## config.mk

```make
export PLATFORM = sky130hd
export DESIGN_NAME = tick_prescaler
export DESIGN_NICKNAME = d
export VERILOG_FILES = /design/src/rtl/tick_prescaler_pkg.sv /design/src/rtl/tp_cfg_reg.sv /design/src/rtl/tp_pin_edge.sv /design/src/rtl/tp_source_mux.sv /design/src/rtl/tp_down_counter.sv /design/src/rtl/tick_prescaler.sv
export SDC_FILE = /design/constraint.sdc
export NUM_CORES = 1
export LEC_CHECK = 0
export ABC_CLOCK_PERIOD_IN_PS = 1700
export BUFFER_PORTS_ARGS = -buffer_cell sky130_fd_sc_hd__buf_2
export CORE_UTILIZATION = 48
export CTS_CLUSTER_DIAMETER = 150
export DETAILED_ROUTE_END_ITERATION = 16
export GPL_TIMING_DRIVEN = 0
export PLACE_DENSITY = 0.74
export SLEW_MARGIN = 10
export SYNTH_ARGS = -nofsm -noshare
export SYNTH_HDL_FRONTEND = slang
export SYNTH_SLANG_ARGS = --single-unit
```

## constraint.sdc

```tcl
create_clock -name clk -period 1.7 [get_ports clk]
set_input_delay 0.085 -clock clk [delete_from_list [all_inputs] [get_ports clk]]
set_output_delay 0.085 -clock clk [all_outputs]
set_load 0.02 [all_outputs]
```

## src/rtl/tick_prescaler_pkg.sv

```systemverilog
// Package: shared constants and types for the timer prescaler.
// Assumes the configuration word is laid out as {selector, preload}.
package tick_prescaler_pkg;
    localparam int CFG_W       = 16;
    localparam int PL_W        = 14;
    localparam int SEL_W       = CFG_W - PL_W;
    localparam int N_PINS      = 3;
    localparam int SYNC_STAGES = 2;

    typedef enum logic [SEL_W-1:0] {
        SRC_HALF = 2'b00,
        SRC_PIN0 = 2'b01,
        SRC_PIN1 = 2'b10,
        SRC_PIN2 = 2'b11
    } src_sel_e;

    typedef struct packed {
        src_sel_e              src;
        logic [PL_W-1:0]       preload;
    } cfg_t;
endpackage

```

## src/rtl/tp_cfg_reg.sv

```systemverilog
// Module: configuration word holder.
// Stores the preload count and source selector on a write strobe.
// Assumes soft_clr takes priority over a simultaneous write.
module tp_cfg_reg
    import tick_prescaler_pkg::*;
(
    input  logic             clk,
    input  logic             rst_n,
    input  logic             soft_clr,
    input  logic             wr_en,
    input  logic [CFG_W-1:0] wr_data,
    output cfg_t             cfg_q
);
    // Capture a new configuration or clear it on either reset.
    always_ff @(posedge clk) begin
        if (!rst_n) begin
            cfg_q <= '0;
        end else if (soft_clr) begin
            cfg_q <= '0;
        end else if (wr_en) begin
            cfg_q <= cfg_t'(wr_data);
        end
    end
endmodule

```

## src/rtl/tp_pin_edge.sv

```systemverilog
// Module: synchronizer and rising-edge detector for one pin.
// Brings an asynchronous pin through STAGES flops, then flags a low-to-high
// change with a single-cycle pulse. Assumes the pin stays in each level for
// at least two internal clock cycles. The software clear leaves this stage alone
// so that clearing cannot manufacture a false edge.
module tp_pin_edge #(
    parameter int STAGES = 2
) (
    input  logic clk,
    input  logic rst_n,
    input  logic pin_async,
    output logic rise
);
    localparam int MSB = STAGES - 1;

    logic [STAGES-1:0] sync_q;
    logic              hist_q;

    // Shift the pin through the synchronizer and keep the previous level.
    always_ff @(posedge clk) begin
        if (!rst_n) begin
            sync_q <= '0;
            hist_q <= 1'b0;
        end else begin
            sync_q <= {sync_q[MSB-1:0], pin_async};
            hist_q <= sync_q[MSB];
        end
    end

    // Flag the cycle in which the synchronized level first reads high.
    always_comb begin
        rise = sync_q[MSB] & ~hist_q;
    end
endmodule

```

## src/rtl/tp_source_mux.sv

```systemverilog
// Module: event source selection.
// Produces the internal half-rate strobe and picks one event stream by the
// selector. The strobe is held in phase 0 while disabled, so the first
// enabled cycle carries no event and the second one does.
// Assumes the selector changes only while disabled.
module tp_source_mux #(
    parameter int NPINS = 3,
    parameter int SELW  = 2
) (
    input  logic             clk,
    input  logic             rst_n,
    input  logic             soft_clr,
    input  logic             run_en,
    input  logic [SELW-1:0]  sel,
    input  logic [NPINS-1:0] pin_rise,
    output logic             evt
);
    logic half_q;
    logic picked;

    // Toggle the half-rate phase while enabled; park it at zero otherwise.
    always_ff @(posedge clk) begin
        if (!rst_n) begin
            half_q <= 1'b0;
        end else if (soft_clr || !run_en) begin
            half_q <= 1'b0;
        end else begin
            half_q <= ~half_q;
        end
    end

    // Choose the strobe for selector zero, otherwise pin (selector - 1).
    always_comb begin
        picked = 1'b0;
        if (sel == '0) begin
            picked = half_q;
        end else begin
            for (int i = 0; i < NPINS; i++) begin
                if (int'(sel) == i + 1) begin
                    picked = pin_rise[i];
                end
            end
        end
        evt = run_en & picked;
    end
endmodule

```

## src/rtl/tp_down_counter.sv

```systemverilog
// Module: reloading down counter with tick output.
// Loads the preload on the first enabled cycle and ignores any event in
// that cycle. Afterwards it decrements per event, and on an event at zero
// it raises a one-cycle tick and reloads. While disabled it holds its count.
module tp_down_counter #(
    parameter int W = 14
) (
    input  logic         clk,
    input  logic         rst_n,
    input  logic         soft_clr,
    input  logic         run_en,
    input  logic         evt,
    input  logic [W-1:0] preload,
    output logic         tick
);
    logic [W-1:0] cnt_q;
    logic         en_q;
    logic         start;
    logic         at_zero;

    // Detect the disabled-to-enabled step and the terminal count.
    always_comb begin
        start   = run_en & ~en_q;
        at_zero = (cnt_q == '0);
    end

    // Advance the count, reload it and generate the tick.
    always_ff @(posedge clk) begin
        if (!rst_n) begin
            cnt_q <= '0;
            en_q  <= 1'b0;
            tick  <= 1'b0;
        end else if (soft_clr) begin
            cnt_q <= '0;
            en_q  <= 1'b0;
            tick  <= 1'b0;
        end else begin
            en_q <= run_en;
            tick <= 1'b0;
            if (start) begin
                cnt_q <= preload;
            end else if (evt) begin
                if (at_zero) begin
                    tick  <= 1'b1;
                    cnt_q <= preload;
                end else begin
                    cnt_q <= cnt_q - 1'b1;
                end
            end
        end
    end
endmodule

```

## src/rtl/tick_prescaler.sv

```systemverilog
// Module: timer prescaler top level.
// Divides a selected event stream (internal half-rate strobe or a rising
// edge on one of the pins) by preload+1 and emits one-cycle ticks.
// Assumes external pin rates below a quarter of clk and selector changes
// only while run_en is low.
module tick_prescaler
    import tick_prescaler_pkg::*;
(
    input  logic              clk,
    input  logic              rst_n,
    input  logic              soft_clr,
    input  logic              wr_en,
    input  logic [CFG_W-1:0]  wr_data,
    output logic [CFG_W-1:0]  rd_data,
    input  logic              run_en,
    input  logic [N_PINS-1:0] pin_async,
    output logic              tick_o
);
    cfg_t              cfg_q;
    logic [N_PINS-1:0] pin_rise;
    logic              evt;

    tp_cfg_reg u_cfg (
        .clk      (clk),
        .rst_n    (rst_n),
        .soft_clr (soft_clr),
        .wr_en    (wr_en),
        .wr_data  (wr_data),
        .cfg_q    (cfg_q)
    );

    // One synchronizer and edge detector per pin.
    for (genvar g = 0; g < N_PINS; g++) begin : g_pin
        tp_pin_edge #(.STAGES(SYNC_STAGES)) u_edge (
            .clk       (clk),
            .rst_n     (rst_n),
            .pin_async (pin_async[g]),
            .rise      (pin_rise[g])
        );
    end

    tp_source_mux #(.NPINS(N_PINS), .SELW(SEL_W)) u_mux (
        .clk      (clk),
        .rst_n    (rst_n),
        .soft_clr (soft_clr),
        .run_en   (run_en),
        .sel      (cfg_q.src),
        .pin_rise (pin_rise),
        .evt      (evt)
    );

    tp_down_counter #(.W(PL_W)) u_cnt (
        .clk      (clk),
        .rst_n    (rst_n),
        .soft_clr (soft_clr),
        .run_en   (run_en),
        .evt      (evt),
        .preload  (cfg_q.preload),
        .tick     (tick_o)
    );

    // Read port returns the stored configuration word.
    always_comb begin
        rd_data = cfg_q;
    end
endmodule

```

-- After elaboration in Yosys (flattened, before gate mapping)
Index checks and enable logic that the tools add are counted.
- flip-flop bits (word level): 42
- input bits: 24
- output and inout port bits: 17
- add/subtract/negate cells: 1
- equal/unequal tests: 3
- muxes and demuxes: 8
- bitwise logic cells: 12
- reduce and logical (&&, ||, !) cells: 8
- operator list (kind ; number):
    14-bit 2-to-1 mux ; 3
    14-bit logical NOT ; 1
    14-bit by 1-bit subtractor with 14-bit output, second input constant ; 1
    1-bit inverter ; 7
    1-bit AND ; 5
    1-bit 2-to-1 mux ; 5
    2-bit equality test, second input constant ; 2
    2-bit OR reduction ; 2
    4-bit OR reduction ; 1
    2-bit by 1-bit equality test with 1-bit output, second input constant ; 1
    2-bit logical NOT ; 1
    2-bit nonzero test ; 1
    1-bit logical NOT ; 1
    1-bit logical OR ; 1

-- Longest topological paths before layout
- word-level depth: 9
- depth in mapped cells: 8
- gate-level depth less buffers: 7

-- By module
From an unflattened synthesis, not the netlist that was laid out.
- cell total of the unflattened synthesis: 209
- area total of the unflattened synthesis: 1963.1 um2
- modules (own cells, without submodules) (module ; instances ; cells each ; area each (um2)):
    tp_down_counter ; 1 ; 131 ; 1032.2
    tp_cfg_reg ; 1 ; 53 ; 594.3
    tp_pin_edge ; 3 ; 7 ; 92.6
    tp_source_mux ; 1 ; 4 ; 58.8

-- Worst setup path before layout
OpenSTA, ideal clock, no wires.
- path kind: register to register
- start: register u_cfg.cfg_q[15] (netlist name)
- end: register u_cnt.cnt_q[7]
- arrival time: 1.784 ns
- required time: 1.568 ns
- path slack: -0.217 ns
- cell stages (with the launch flop): 6
- buffers on the path: 1
- cells stage by stage: dfxtp_1 -> mux4_2 -> a21oi_2 -> buf_4 -> o21a_1 -> o32ai_1
- word-level cells in the longest chain between the ends: 7
- elaborated cells between the ends (all ways): 10
- those cells by class: 3 x eq/ne; 4 x mux; 1 x bitwise; 2 x reduce/logical
- RTL lines (what ; line ; text):
    2-bit equality test ; tp_source_mux.sv:39 ; if (int'(sel) == i + 1) begin
    1-bit 2-to-1 mux (3 in a row) ; tp_source_mux.sv:39 ;
    1-bit 2-to-1 mux * ; tp_source_mux.sv:35 ; if (sel == '0) begin
    1-bit AND * ; tp_source_mux.sv:44 ; evt = run_en & picked;
    2-bit nonzero test (no line) * ; n/a ;
    to (signal assigned) ; tp_down_counter.sv:41 ; cnt_q <= preload;
    to (signal assigned) ; tp_down_counter.sv:45 ; cnt_q <= preload;
    to (signal assigned) ; tp_down_counter.sv:47 ; cnt_q <= cnt_q - 1'b1;
    to (decl) ; tp_down_counter.sv:16 ; logic [W-1:0] cnt_q;
Every way passes the cells marked *; elsewhere a longest branch is shown, timed or not.
A chain may end at the register's enable or synchronous reset.

-- Worst setup path after layout
- start: register u_cnt.cnt_q[0]
- end: register u_cnt.cnt_q[6]
- word-level cells in the longest chain between the ends: 4
- elaborated cells between the ends (all ways): 5
- those cells by class: 1 x add/sub; 3 x mux; 1 x reduce/logical
- RTL lines (what ; line ; text):
    14-bit by 1-bit subtractor with 14-bit output / 14-bit logical NOT (equally long branches) ; tp_down_counter.sv:47, tp_down_counter.sv:24 ;
    14-bit 2-to-1 mux * ; tp_down_counter.sv:43 ; if (at_zero) begin
    14-bit 2-to-1 mux * ; tp_down_counter.sv:42 ; end else if (evt) begin
    14-bit 2-to-1 mux * ; tp_down_counter.sv:40 ; if (start) begin
Every way passes the cells marked *; elsewhere a longest branch is shown, timed or not. The select of a mux whose other input is x is not followed.

==> impl_metrics.toml <==
[min_path]
min_path_type = "primary input to register"

[power_and_ir_drop]
p_sw_mw = 0.701
leakagePower_nw = 1.16
ir_worst_vdd_mv = 0.752
sw_frac_of_total_pct = 28.6
p_per_area_nw_per_um2 = 902
pwr-share-seq_pct = 43.2
combPwrFrac_pct = 24.9
intPower_mw = 1.75
power_frac_clock_pct = 31.8
p_total_mw = 2.45

[timing]
setup_violations = 12
period_minus_slack_ps = 1820
slew_violations = 0
hold_viol_final = 0
fin_skew_ps = 6.42
min_period_over_period_pct = 107
clock.fmax_mhz = 549
rsz0062_at_grt = "true"
tightest_slew_ps = 771
slew_headroom_pct = 48.6
fin_ws_ps = -120

[cells_and_area]
final_cells = 325
finalNetCount = 301
drive_gt1_share_pct = 40.1
n_antenna_cell = 0
fillers = 272
final_common_cell = "buf_2"
register_area_um2 = 852
postLayoutCoreUtil_pct = 72.0
multi_input_area_um2 = 1210
layout_common_cells = "buf_2, dfxtp_1, nor2_1, mux2i_1, buf_4"
area_growth_pct = 40.5

[critical_path]
path_class = "register to register"
crit_path_end_kind = "register"
path_max_fanout = 5
crit_required_ps = 1890
worstPathArrival_ps = 2010
start_kind = "register"

[placed_design]
io_buffers = 39
place_ws_ps = -301
dp_hpwl_mm = 3.11
placed_cells = 295
place.gp.congestion = 0.876

[clock_tree]
clock_latency_ps = 310
cts_tree = "built"
clkTransAtPathRegs_ps = 80
htreeDepth = 2
cts_buffers = 5
cts_root_buf = "clkbuf_8"
clockBufferDepth = 2
clock-sinks = 42

[floorplanning]
initial_core_util_pct = 51.3
ios = 41
coreArea_um2 = 3770
fp.dieH_um = 65.5
rows = 22
fp.dieW_um = 65.5
dieArea_um2 = 4290

[synthesis]
yosysWarnings = 0
yosysTopAreaCell = "dfxtp_1"
syn-num-nets = 233
ys.flop_type = "dfxtp_1"
synth.distinct_cells = 42
synth_edf_count = 0
synth_cells = 208
ys_ff_latch = 42
syn_avg_cell_area_um2 = 9.29
syn_area_um2 = 1930
ys_async_sr_fraction_pct = 0
yosysSeqAreaShare_pct = 43.5
synthTopCellsByArea = "dfxtp_1, mux2i_1, nor2_1"
synth_top_cell_area_share_pct = 43.5

[route]
route.detailed.drc = 0
drt_iter0_markers = 130
ant_nets = 0
vias = 1816
firstDrtPassIters = 4
viasPerCell = 5.59
wl_mm = 5.13
wire_per_inst_um = 15.8

[global_routing]
grt_max_degree = 14
grt_use_total_pct = 25.9
grt_pass1_vias = 1678
grt_pass1_wl_mm = 8.10
antenna_found_initial = 0
globalRoute.totalOverflow = 0

[job]
drv_cap = 0

[outcome]
violations = "setup timing"
outcome = "finished, violations left"
[cell usage after synthesis, drive strengths merged (2+ instances only)]
cell type,n
a2111oi,4
a21boi,2
a21oi,6
and2,11
buf,3
clkbuf,8
dfxtp,42
inv,6
mux2i,21
nand2,13
nand2b,6
nand3,3
nor2,23
nor3,11
nor4,5
o2111ai,3
o21a,7
o21ai,8
o22ai,5
o32ai,2
or3,2
or4,3
[area by class of cell]
class	count	share of cell area (%)
plain buffers	10	2.26
repair buffers	61	14.8
flip-flops and latches	42	31.4
well taps	48	2.21
clock inverters	3	1.47
clock buffers	5	2.53
inverters	6	0.829
multi-input cells	150	44.5
[state kept, by name, summed over array words and instances (netlist names)]
name / cells
u_cfg.cfg_q: 16
u_cnt.tick: 1
u_mux.half_q: 1
u_cnt.en_q: 1
u_cnt.cnt_q: 14
g_pin.u_edge.hist_q: 3
g_pin.u_edge.sync_q: 6
[through the flow]
stage | hold slack (ps) | cell area [um2] | TNS, ps
detailed placement | 296 | 2240 | -2810
global route | 17.5 | 2720 | -1610
floorplan | 212 | 1980 | -13.3
CTS | 4.03 | 2600 | -410
global placement | 290 | 2240 | -2910
finish | 7.69 | 2720 | -661
[critical path: stages (launching register included)]
cell and delay [ps]:
dfxtp_2 360, inv_2 80, ha_4 120, inv_1 60
or3_4 360, or4_1 440, o2111ai_2 190, o21ai_0 100
[what timing repair did]
action | CTS | global route
resized for setup | 27 | 19
pin swaps | 8 | 9
endpoints found under the hold margin | 3 | 0
hold buffers | 3 | 0
setup endpoints to repair | 14 | 14
cloned | 1 | 0
setup buffers | 15 | 4
[power by group through the flow]
stage | Clock (mW) | Sequential, mW | Combinational (mW)
3_5_place_dp | 0 | 1.07 | 0.426
6_report | 0.780 | 1.06 | 0.610
2_1_floorplan | 0 | 1.08 | 0.309
3_3_place_gp | 0 | 1.07 | 0.421
4_1_cts | 0.789 | 1.05 | 0.537
5_1_grt | 0.836 | 1.06 | 0.656
[per-layer routing]
layer | global-route usage (%) | routed length, um
met5 | 0 | 0
met1 | 32.0 | 2270
met4 | 11.1 | 121
met3 | 6.77 | 299
met2 | 42.1 | 2440
[cells by family (layout without fill, tap and decap cells)]
| family | count (synthesis) | count (layout) | synth area share, % |
|---|---|---|---|
| mux | 22 | 22 | 12.0 |
| compound gates | 45 | 46 | 17.6 |
| buf+inv | 17 | 85 | 4.08 |
| simple gates | 81 | 81 | 22.1 |
| fa+ha+maj | 1 | 1 | 0.647 |
| flops | 42 | 42 | 43.5 |
[final timing paths]
path / slack, ps / from / depth (start not counted) / to
worst min register to register: 440 / g_pin[0].u_edge.sync_q[0] / 1 / g_pin[0].u_edge.sync_q[1]
worst max register to register: -120 / u_cnt.cnt_q[0] / 7 / u_cnt.cnt_q[6]
worst min-delay path: 8 / wr_data[12] / 3 / u_cfg.cfg_q[12]
worst max-delay path: -120 / u_cnt.cnt_q[0] / 7 / u_cnt.cnt_q[6]
(Power assumes the default switching activity.)
